### src/rtl/cst_pkg.sv
package cst_pkg;
  typedef enum logic [1:0] {
    QS_NONE  = 2'b00,
    QS_FIRST = 2'b01,
    QS_FLUSH = 2'b10,
    QS_NEXT  = 2'b11
  } qs_e;

  typedef enum logic [1:0] {
    TR_IDLE, TR_MODRM, TR_DISP, TR_WAIT_RD
  } trk_e;

  localparam logic [4:0] ESC_TAG = 5'b11011;
  localparam int OPC_W = 11;

  function automatic logic [1:0] disp_len(input logic [7:0] modrm);
    case (modrm[7:6])
      2'b00:   disp_len = (modrm[2:0] == 3'b110) ? 2'd2 : 2'd0;
      2'b01:   disp_len = 2'd1;
      2'b10:   disp_len = 2'd2;
      default: disp_len = 2'd0;
    endcase
  endfunction
endpackage

### src/rtl/snoop_queue.sv
module snoop_queue #(
  parameter int DEPTH_WIDE   = 6,
  parameter int DEPTH_NARROW = 4,
  localparam int PW = $clog2(DEPTH_WIDE),
  localparam int CW = $clog2(DEPTH_WIDE + 1)
) (
  input  logic          clk_i,
  input  logic          rst_ni,
  input  logic          narrow_i,
  input  logic          push_i,
  input  logic [15:0]   push_data_i,
  input  logic          pop_i,
  input  logic          flush_i,
  output logic [7:0]    head_o,
  output logic [CW-1:0] count_o,
  output logic          empty_o
);
  logic [DEPTH_WIDE-1:0][7:0] slots_q;
  logic [PW-1:0] rd_q, wr_q, rd_base, wr_base, wr_plus1, last;
  logic [CW-1:0] cnt_q, cnt_base, cnt_d;

  function automatic logic [PW-1:0] step(input logic [PW-1:0] p, input logic [PW-1:0] lim);
    return (p == lim) ? '0 : p + 1'b1;
  endfunction

  assign last = narrow_i ? PW'(DEPTH_NARROW - 1) : PW'(DEPTH_WIDE - 1);

  always_comb begin
    rd_base  = flush_i ? '0 : (pop_i ? step(rd_q, last) : rd_q);
    wr_base  = flush_i ? '0 : wr_q;
    wr_plus1 = step(wr_base, last);
    cnt_base = flush_i ? '0 : cnt_q - CW'(pop_i);
    cnt_d    = cnt_base + (push_i ? (narrow_i ? CW'(1) : CW'(2)) : CW'(0));
  end

  always_ff @(posedge clk_i or negedge rst_ni) begin
    if (!rst_ni) begin
      rd_q    <= '0;
      wr_q    <= '0;
      cnt_q   <= '0;
      slots_q <= '0;
    end else begin
      rd_q  <= rd_base;
      cnt_q <= cnt_d;
      if (push_i) wr_q <= narrow_i ? wr_plus1 : step(wr_plus1, last);
      else        wr_q <= wr_base;
      for (int i = 0; i < DEPTH_WIDE; i++) begin
        if (push_i && wr_base == PW'(i))
          slots_q[i] <= push_data_i[7:0];
        else if (push_i && !narrow_i && wr_plus1 == PW'(i))
          slots_q[i] <= push_data_i[15:8];
      end
    end
  end

  assign head_o  = slots_q[rd_q];
  assign count_o = cnt_q;
  assign empty_o = (cnt_q == '0);
endmodule

### src/rtl/esc_follower.sv
module esc_follower
  import cst_pkg::*;
(
  input  logic       clk_i,
  input  logic       rst_ni,
  input  logic [1:0] qs_i,
  input  logic [7:0] head_i,
  input  logic       rd_i,
  output logic       capture_o,
  output logic       valid_o,
  output logic       mem_o,
  output logic [OPC_W-1:0] opcode_o
);
  trk_e        st_q, st_d;
  logic [2:0]  esc_q, esc_d;
  logic [7:0]  modrm_q, modrm_d;
  logic [1:0]  left_q, left_d;
  logic        valid_d, mem_q, mem_d;
  logic [1:0]  dl;

  assign dl = disp_len(head_i);

  always_comb begin
    st_d    = st_q;
    esc_d   = esc_q;
    modrm_d = modrm_q;
    left_d  = left_q;
    valid_d = 1'b0;
    mem_d   = mem_q;
    capture_o = (st_q == TR_WAIT_RD) && rd_i;
    if (capture_o) begin
      valid_d = 1'b1;
      mem_d   = 1'b1;
      st_d    = TR_IDLE;
    end
    case (qs_e'(qs_i))
      QS_FLUSH: st_d = TR_IDLE;
      QS_FIRST: begin
        if (head_i[7:3] == ESC_TAG) begin
          esc_d = head_i[2:0];
          st_d  = TR_MODRM;
        end else begin
          st_d = TR_IDLE;
        end
      end
      QS_NEXT: begin
        case (st_q)
          TR_MODRM: begin
            modrm_d = head_i;
            if (head_i[7:6] == 2'b11) begin
              valid_d = 1'b1;
              mem_d   = 1'b0;
              st_d    = TR_IDLE;
            end else if (dl == 2'd0) begin
              st_d = TR_WAIT_RD;
            end else begin
              left_d = dl;
              st_d   = TR_DISP;
            end
          end
          TR_DISP: begin
            left_d = left_q - 2'd1;
            if (left_q == 2'd1) st_d = TR_WAIT_RD;
          end
          default: ;
        endcase
      end
      default: ;
    endcase
  end

  always_ff @(posedge clk_i or negedge rst_ni) begin
    if (!rst_ni) begin
      st_q    <= TR_IDLE;
      esc_q   <= '0;
      modrm_q <= '0;
      left_q  <= '0;
      valid_o <= 1'b0;
      mem_q   <= 1'b0;
    end else begin
      st_q    <= st_d;
      esc_q   <= esc_d;
      modrm_q <= modrm_d;
      left_q  <= left_d;
      valid_o <= valid_d;
      mem_q   <= mem_d;
    end
  end

  assign mem_o    = mem_q;
  assign opcode_o = {esc_q, modrm_q};
endmodule

### src/rtl/addr_latch.sv
module addr_latch #(
  parameter int ADDR_W = 20,
  parameter int SEG_W  = 10,
  localparam int NSEG  = ADDR_W / SEG_W
) (
  input  logic              clk_i,
  input  logic              rst_ni,
  input  logic              cap_i,
  input  logic [ADDR_W-1:0] addr_i,
  output logic [ADDR_W-1:0] addr_o
);
  for (genvar g = 0; g < NSEG; g++) begin : g_seg
    logic [SEG_W-1:0] seg_q;
    always_ff @(posedge clk_i or negedge rst_ni) begin
      if (!rst_ni)    seg_q <= '0;
      else if (cap_i) seg_q <= addr_i[g*SEG_W +: SEG_W];
    end
    assign addr_o[g*SEG_W +: SEG_W] = seg_q;
  end
endmodule

### src/rtl/cop_snoop_tracker.sv
module cop_snoop_tracker
  import cst_pkg::*;
#(
  parameter int DEPTH_WIDE   = 6,
  parameter int DEPTH_NARROW = 4,
  parameter int ADDR_W       = 20,
  parameter int SEG_W        = 10,
  localparam int CW = $clog2(DEPTH_WIDE + 1)
) (
  input  logic              clk_i,
  input  logic              rst_ni,
  input  logic              host_narrow_i,
  input  logic [1:0]        qs_i,
  input  logic              fetch_i,
  input  logic [15:0]       fetch_data_i,
  input  logic              rd_i,
  input  logic [ADDR_W-1:0] rd_addr_i,
  output logic              valid_o,
  output logic [OPC_W-1:0]  opcode_o,
  output logic              mem_o,
  output logic [ADDR_W-1:0] addr_o
);
  logic          narrow_q, strap_done_q;
  logic [7:0]    q_head;
  logic [CW-1:0] q_count;
  logic          q_empty, q_pop, q_flush, capture;

  // strap taken once, on the first edge out of reset
  always_ff @(posedge clk_i or negedge rst_ni) begin
    if (!rst_ni) begin
      narrow_q     <= 1'b0;
      strap_done_q <= 1'b0;
    end else if (!strap_done_q) begin
      narrow_q     <= host_narrow_i;
      strap_done_q <= 1'b1;
    end
  end

  assign q_pop   = (qs_i == QS_FIRST) || (qs_i == QS_NEXT);
  assign q_flush = (qs_i == QS_FLUSH);

  snoop_queue #(.DEPTH_WIDE(DEPTH_WIDE), .DEPTH_NARROW(DEPTH_NARROW)) u_queue (
    .clk_i, .rst_ni,
    .narrow_i    (narrow_q),
    .push_i      (fetch_i),
    .push_data_i (fetch_data_i),
    .pop_i       (q_pop),
    .flush_i     (q_flush),
    .head_o      (q_head),
    .count_o     (q_count),
    .empty_o     (q_empty)
  );

  esc_follower u_follow (
    .clk_i, .rst_ni,
    .qs_i,
    .head_i    (q_head),
    .rd_i,
    .capture_o (capture),
    .valid_o,
    .mem_o,
    .opcode_o
  );

  addr_latch #(.ADDR_W(ADDR_W), .SEG_W(SEG_W)) u_addr (
    .clk_i, .rst_ni,
    .cap_i  (capture),
    .addr_i (rd_addr_i),
    .addr_o
  );
endmodule

### config.mk
export PLATFORM = sky130hd
export DESIGN_NAME = cop_snoop_tracker
export DESIGN_NICKNAME = d
export VERILOG_FILES = /design/src/rtl/cst_pkg.sv /design/src/rtl/snoop_queue.sv /design/src/rtl/esc_follower.sv /design/src/rtl/addr_latch.sv /design/src/rtl/cop_snoop_tracker.sv
export SDC_FILE = /design/constraint.sdc
export NUM_CORES = 1
export LEC_CHECK = 0
export ABC_CLOCK_PERIOD_IN_PS = 2800
export CAP_MARGIN = 20
export CORE_MARGIN = 1.5
export CORE_UTILIZATION = 56
export CTS_BUF_LIST = sky130_fd_sc_hd__clkbuf_8
export CTS_CLUSTER_SIZE = 24
export DETAILED_ROUTE_END_ITERATION = 8
export DONT_BUFFER_PORTS = 1
export PLACE_DENSITY = 0.77
export REMOVE_ABC_BUFFERS = 1
export SYNTH_ARGS = -nofsm -noshare
export SYNTH_HDL_FRONTEND = slang
export SYNTH_HIERARCHICAL = 1
export SYNTH_SLANG_ARGS = --single-unit
### constraint.sdc
create_clock -name clk_i -period 2.8 [get_ports clk_i]
set_input_delay 0.28 -clock clk_i [delete_from_list [all_inputs] [get_ports clk_i]]
set_output_delay 0.28 -clock clk_i [all_outputs]
set_load 0.02 [all_outputs]
After elaboration in Yosys (flattened, before gate mapping):

Cells that the tools add are included.

* flip-flop bits (word level): 93
* output and inout port bits: 33
* logic and storage cells: 124

* add/sub/neg operators: 4
* order comparisons: 1
* equal/unequal tests: 27
* muxes and demuxes: 43
* reduce and logical (&&, ||, !) cells: 31

Operator list (number)
* two-way mux 8 bit: 13
* two-way mux 3 bit: 9
* binary-select mux 8 bit (select 3 bit): 1
* nonzero test 2 bit: 8
* == test 3 bit (second input constant): 5
* logical AND 1 bit: 14
* == test 2 bit (second input constant): 6
* == test 3 x 2 -> 1 bit (second input constant): 4
* two-way mux 2 bit: 6
* case mux 2 bit (3 select lines): 2
* two-way mux 1 bit: 10
* adder 3 x 1 -> 3 bit (second input constant): 3
* == test 3 bit: 3
* == test 2 x 1 -> 1 bit (second input constant): 4
* case mux 2 bit (2 select lines): 2
* == test 3 x 1 -> 1 bit (second input constant): 2
* logical NOT 3 bit: 2
* == test 5 bit (second input constant): 1
* logical NOT 2 bit: 2
* < comparator 3 x 4 -> 1 bit (second input constant): 1
* != test 2 bit (second input constant): 2
* AND reduction 2 bit: 2
* AND reduction 4 bit: 1
* subtractor 2 x 1 -> 2 bit (second input constant): 1
* 2 further kinds: 2

Depth between registers and ports, before layout:

* word-level depth: 10
* gate-level depth with buffers: 15

Modules after synthesis:

Netlist, hierarchy kept.

Modules (own cells, without submodules)
* snoop_queue: times used 1, cells each 347, area an instance 3394.5 um2, seq. area each 1426.4 um2
* esc_follower: times used 1, cells each 72, area an instance 842.1 um2, seq. area each 425.4 um2
* addr_latch: times used 1, cells each 42, area an instance 823.3 um2, seq. area each 500.5 um2
* cop_snoop_tracker: times used 1, cells each 6, area an instance 78.8 um2, seq. area each 50.0 um2

Worst setup path before layout:

OpenSTA, ideal clock, no wires.

* kind: input to register
* start: in qs_i[1]
* end: reg u_queue/slots_q[30] (netlist name)
* setup time: 0.136 ns
* data arrival time: 2.555 ns
* data required time: 2.664 ns
* slack: 0.109 ns
* cell stages on the path: 14
* path buffers: 4
* cell sequence: nor2b_1 buf_6 nand2b_1 buf_6 inv_2 ha_1 ha_1 clkbuf_1 nand2b_1 ha_1 nor2b_1 o21ai_1 clkbuf_1 o21ai_0

* word-level cells in the longest chain between the ends: 7
* elaborated cells between the ends (all ways): 11
* those cells by class: 1 x add/sub; 4 x eq/ne; 3 x mux; 3 x reduce/logical

RTL lines
* start, declared: RTL line cop_snoop_tracker.sv:13 `input logic [1:0] qs_i,`
* == test 2 bit (*): RTL line cop_snoop_tracker.sv:40 `assign q_flush = (qs_i == QS_FLUSH);`
* two-way mux 3 bit (*): RTL line snoop_queue.sv:30 `wr_base = flush_i ? '0 : wr_q;`
* adder 3 x 1 -> 3 bit or == test 3 bit (tied branches): RTL line snoop_queue.sv:23 `return (p == lim) ? '0 : p + 1'b1;`
* two-way mux 3 bit: RTL line snoop_queue.sv:23
* == test 3 x 2 -> 1 bit: RTL line snoop_queue.sv:50 `else if (push_i && !narrow_i && wr_plus1 == PW'(i))`
* logical AND 1 bit: RTL line snoop_queue.sv:50
* nonzero test 2 bit (no line)
* end signal, assigned by index: RTL line snoop_queue.sv:49 `slots_q[i] <= push_data_i[7:0];`
* end signal, assigned by index: RTL line snoop_queue.sv:51 `slots_q[i] <= push_data_i[15:8];`
* end, declared: RTL line snoop_queue.sv:18 `logic [DEPTH_WIDE-1:0][7:0] slots_q;`

Mark *: on every way between the ends. The rest lies on a longest branch, timed or not.
A chain may end at the register's enable or synchronous reset.

Worst setup path after layout:

* start: reg u_queue.rd_q[1]
* end: reg u_follow.esc_q[2]

* word-level cells in the longest chain between the ends: 4

RTL lines
* start, declared: RTL line snoop_queue.sv:19 `logic [PW-1:0] rd_q, wr_q, rd_base, wr_base, wr_plus1, last;`
* start signal, assigned: RTL line snoop_queue.sv:43 `rd_q <= rd_base;`
* binary-select mux 8 bit (select 3 bit): RTL line snoop_queue.sv:56 `assign head_o = slots_q[rd_q];`
* two-way mux 8 bit (not written as such): RTL line snoop_queue.sv:56
* named net q_head[6]: RTL line cop_snoop_tracker.sv:24 `logic [7:0] q_head;`
* == test 5 bit: RTL line esc_follower.sv:39 `if (head_i[7:3] == ESC_TAG) begin`
* AND reduction 2 bit (no line)
* end signal, assigned: RTL line esc_follower.sv:82 `esc_q <= esc_d;`
* end, declared: RTL line esc_follower.sv:15 `logic [2:0] esc_q, esc_d;`

The timed path passes the listed nets, and every way through them passes these cells. The select of a mux whose other input is x is not followed.

==> metrics.cfg <==
[worst_setup_path]
arrival_ns=2.67
path_cells=mux4_2 -> inv_1 -> o22ai_1 -> nand2_1 -> nor3_4 -> mux2_2
rrSetupSlack_ns=0.37
start_kind=flop
cp_max_fo=13
critPathKind=reg2reg
crit_required_ns=3.04
r2r_start=u_queue/rd_q[1]
slowest_stage=dfrtp_1
r2r-end=u_follow/esc_q[2]
critPathBufInv=1
rr_worst_depth=6
cp_top_family=flip-flops
cp-end-kind=flop
cpPeakStageDelay_ns=0.73

[clocking]
htree_levels=3
clk_path_buf_depth=2
cts.sink_count=93
worstSkewPairLatency_ns=0.36
cts_hold_buf=2
path_clk_slew_ns=0.10
postCtsSetupBuffers=0
cts_inserted_buffers=9
cts-root-buf=clkbuf_8
cts_resized=0
cts_tree=yes

[global_routing]
grt_pass1_vias=3273
antenna_found_initial=0
grt.total_usage=0.238
grt_max_degree=94
grt-ovfl-total=0
grt_pass1_wl_mm=18.0

[power]
p_leak_nw=2.54
total_power_w=0.00472
vdd_drop_max_uv=484
power.density_nw_per_um2=895

[job]
drv_cap=0

[route]
wirelength_mm=10.9
num_vias=3415
wl_per_cell_um=19.4
viasPerCell=6.10
ant_nets=0
drc_errors=0
first_pass_iters=5
first_iter_violations=224

[sta]
rsz0062_at_grt=no
finalMaxSlewViolations=0
finalHoldViolations=0
fin_worst_hold_slack_ns=0.0356
setup_viol=0
setup_ws_ns=0.373
max_freq_ghz=0.412
tightest_slew_ns=0.644
period_needed_ns=2.43
period_share=0.867
skew_ns=0.0158
slew_headroom=0.569

[cells_and_area]
areaGrowthSynthToFinish_pct=6.44
drive_above_1_share=0.177
fin_area_um2=5270
diodes=0
fillers=693
fin_util=0.611
nets=502

[hold_path]
hp-start=qs_i[0]
whs_path_depth=1
hold_class=in2reg
holdPathEnd=u_follow/st_q[1]

[synth]
syn_area_um2=4950
syn_avg_cell_area_um2=11.0
yosys_warnings=6
synthCells=450

[die]
start_util=0.574
fp.dieArea_um2=9420
io_pins=76
fp.coreArea_um2=8640
chipHeight_um=97.1
dieWidth_um=97.1
rows=34

[placement]
port_buffers=0
placed_area_um2=5040
globalplace.congestion=0.826
dpl_worst_slack_ns=0.222
hpwl_mm=7.63

[outcome]
status=finished clean

==> cells in the final DEF (no fill, tap or decap), types with 5 or more instances in the layout <==
cell type  instances
o21ai_0           16
nand3_1            8
mux2i_1           48
o211ai_1           8
mux2_2            13
nand4_1            9
inv_1             16
a21oi_1           30
mux4_2             8
buf_4              9
o22ai_1           11
dfrtp_1           93
o21ai_1            9
mux2_4            21
nand2b_1           8
nor2b_1            5
nor2_1            33
ha_1              12
nand2_1           40
clkbuf_8           9
==> metal layers <==
layer / track usage / up-vias / part of all wire
li1: - / 1587 / -
met1: 0.339 / 1699 / 0.45
met4: 0.0691 / 0 / 0.013
met3: 0.0540 / 13 / 0.064
met2: 0.367 / 116 / 0.47
met5: 0 / - / 0
==> sequential cells by signal (all words and copies together) (netlist names) <==
register	flops
u_follow/valid_o	1
u_follow/mem_o	1
narrow_q	1
u_queue/slots_q	48
u_follow/left_q	2
u_follow/st_q	2
u_addr/g_seg.seg_q	20
u_queue/rd_q	3
u_follow/modrm_q	8
u_queue/wr_q	3
strap_done_q	1
u_follow/esc_q	3
==> worst max path at each step <==
stage                    startpoint  slack [ns]                  end  cells after the start
floorplan                   qs_i[1]       -0.03  u_queue/slots_q[24]                     10
global placement            qs_i[1]        0.29  u_queue/slots_q[41]                      8
detailed placement          qs_i[1]        0.22  u_queue/slots_q[41]                      8
CTS                 u_queue/rd_q[1]        0.36    u_follow/esc_q[2]                      6
global route        u_queue/rd_q[1]        0.22    u_follow/esc_q[2]                      6
finish              u_queue/rd_q[1]        0.37    u_follow/esc_q[2]                      6
==> worst reg2reg max path, stage by stage (launching register included) <==
cell and delay [ns]:
dfrtp_1 0.73, mux4_2 0.31, inv_1 0.04, o22ai_1 0.35
nand2_1 0.24, nor3_4 0.29, mux2_2 0.36
==> report_power, final <==
part / leakage (nW) / internal [W] / switching (W)
registers: 1.19 / 0.00178 / 0.000390
clock network: 0.0970 / 0.000351 / 0.000529
logic: 1.25 / 0.000787 / 0.000883
total: 2.54 / 0.00292 / 0.00180
==> area by class of cell <==
class | count | area, µm² | share of cell area
clock inverter | 7 | 72.6 | 0.0138
sequential | 93 | 2330 | 0.441
inverter | 19 | 71.3 | 0.0135
multi-input combinational | 312 | 2420 | 0.459
tap | 108 | 135 | 0.0256
clock buffer | 9 | 124 | 0.0235
timing repair buffer | 12 | 125 | 0.0237
==> through the flow <==
step           TNS (ns)  cells
2_1_floorplan    -0.236    424
3_3_place_gp          0    542
3_5_place_dp          0    542
4_1_cts               0    560
5_1_grt               0    560
6_report              0    560
Power figures use the tool's default switching activity.
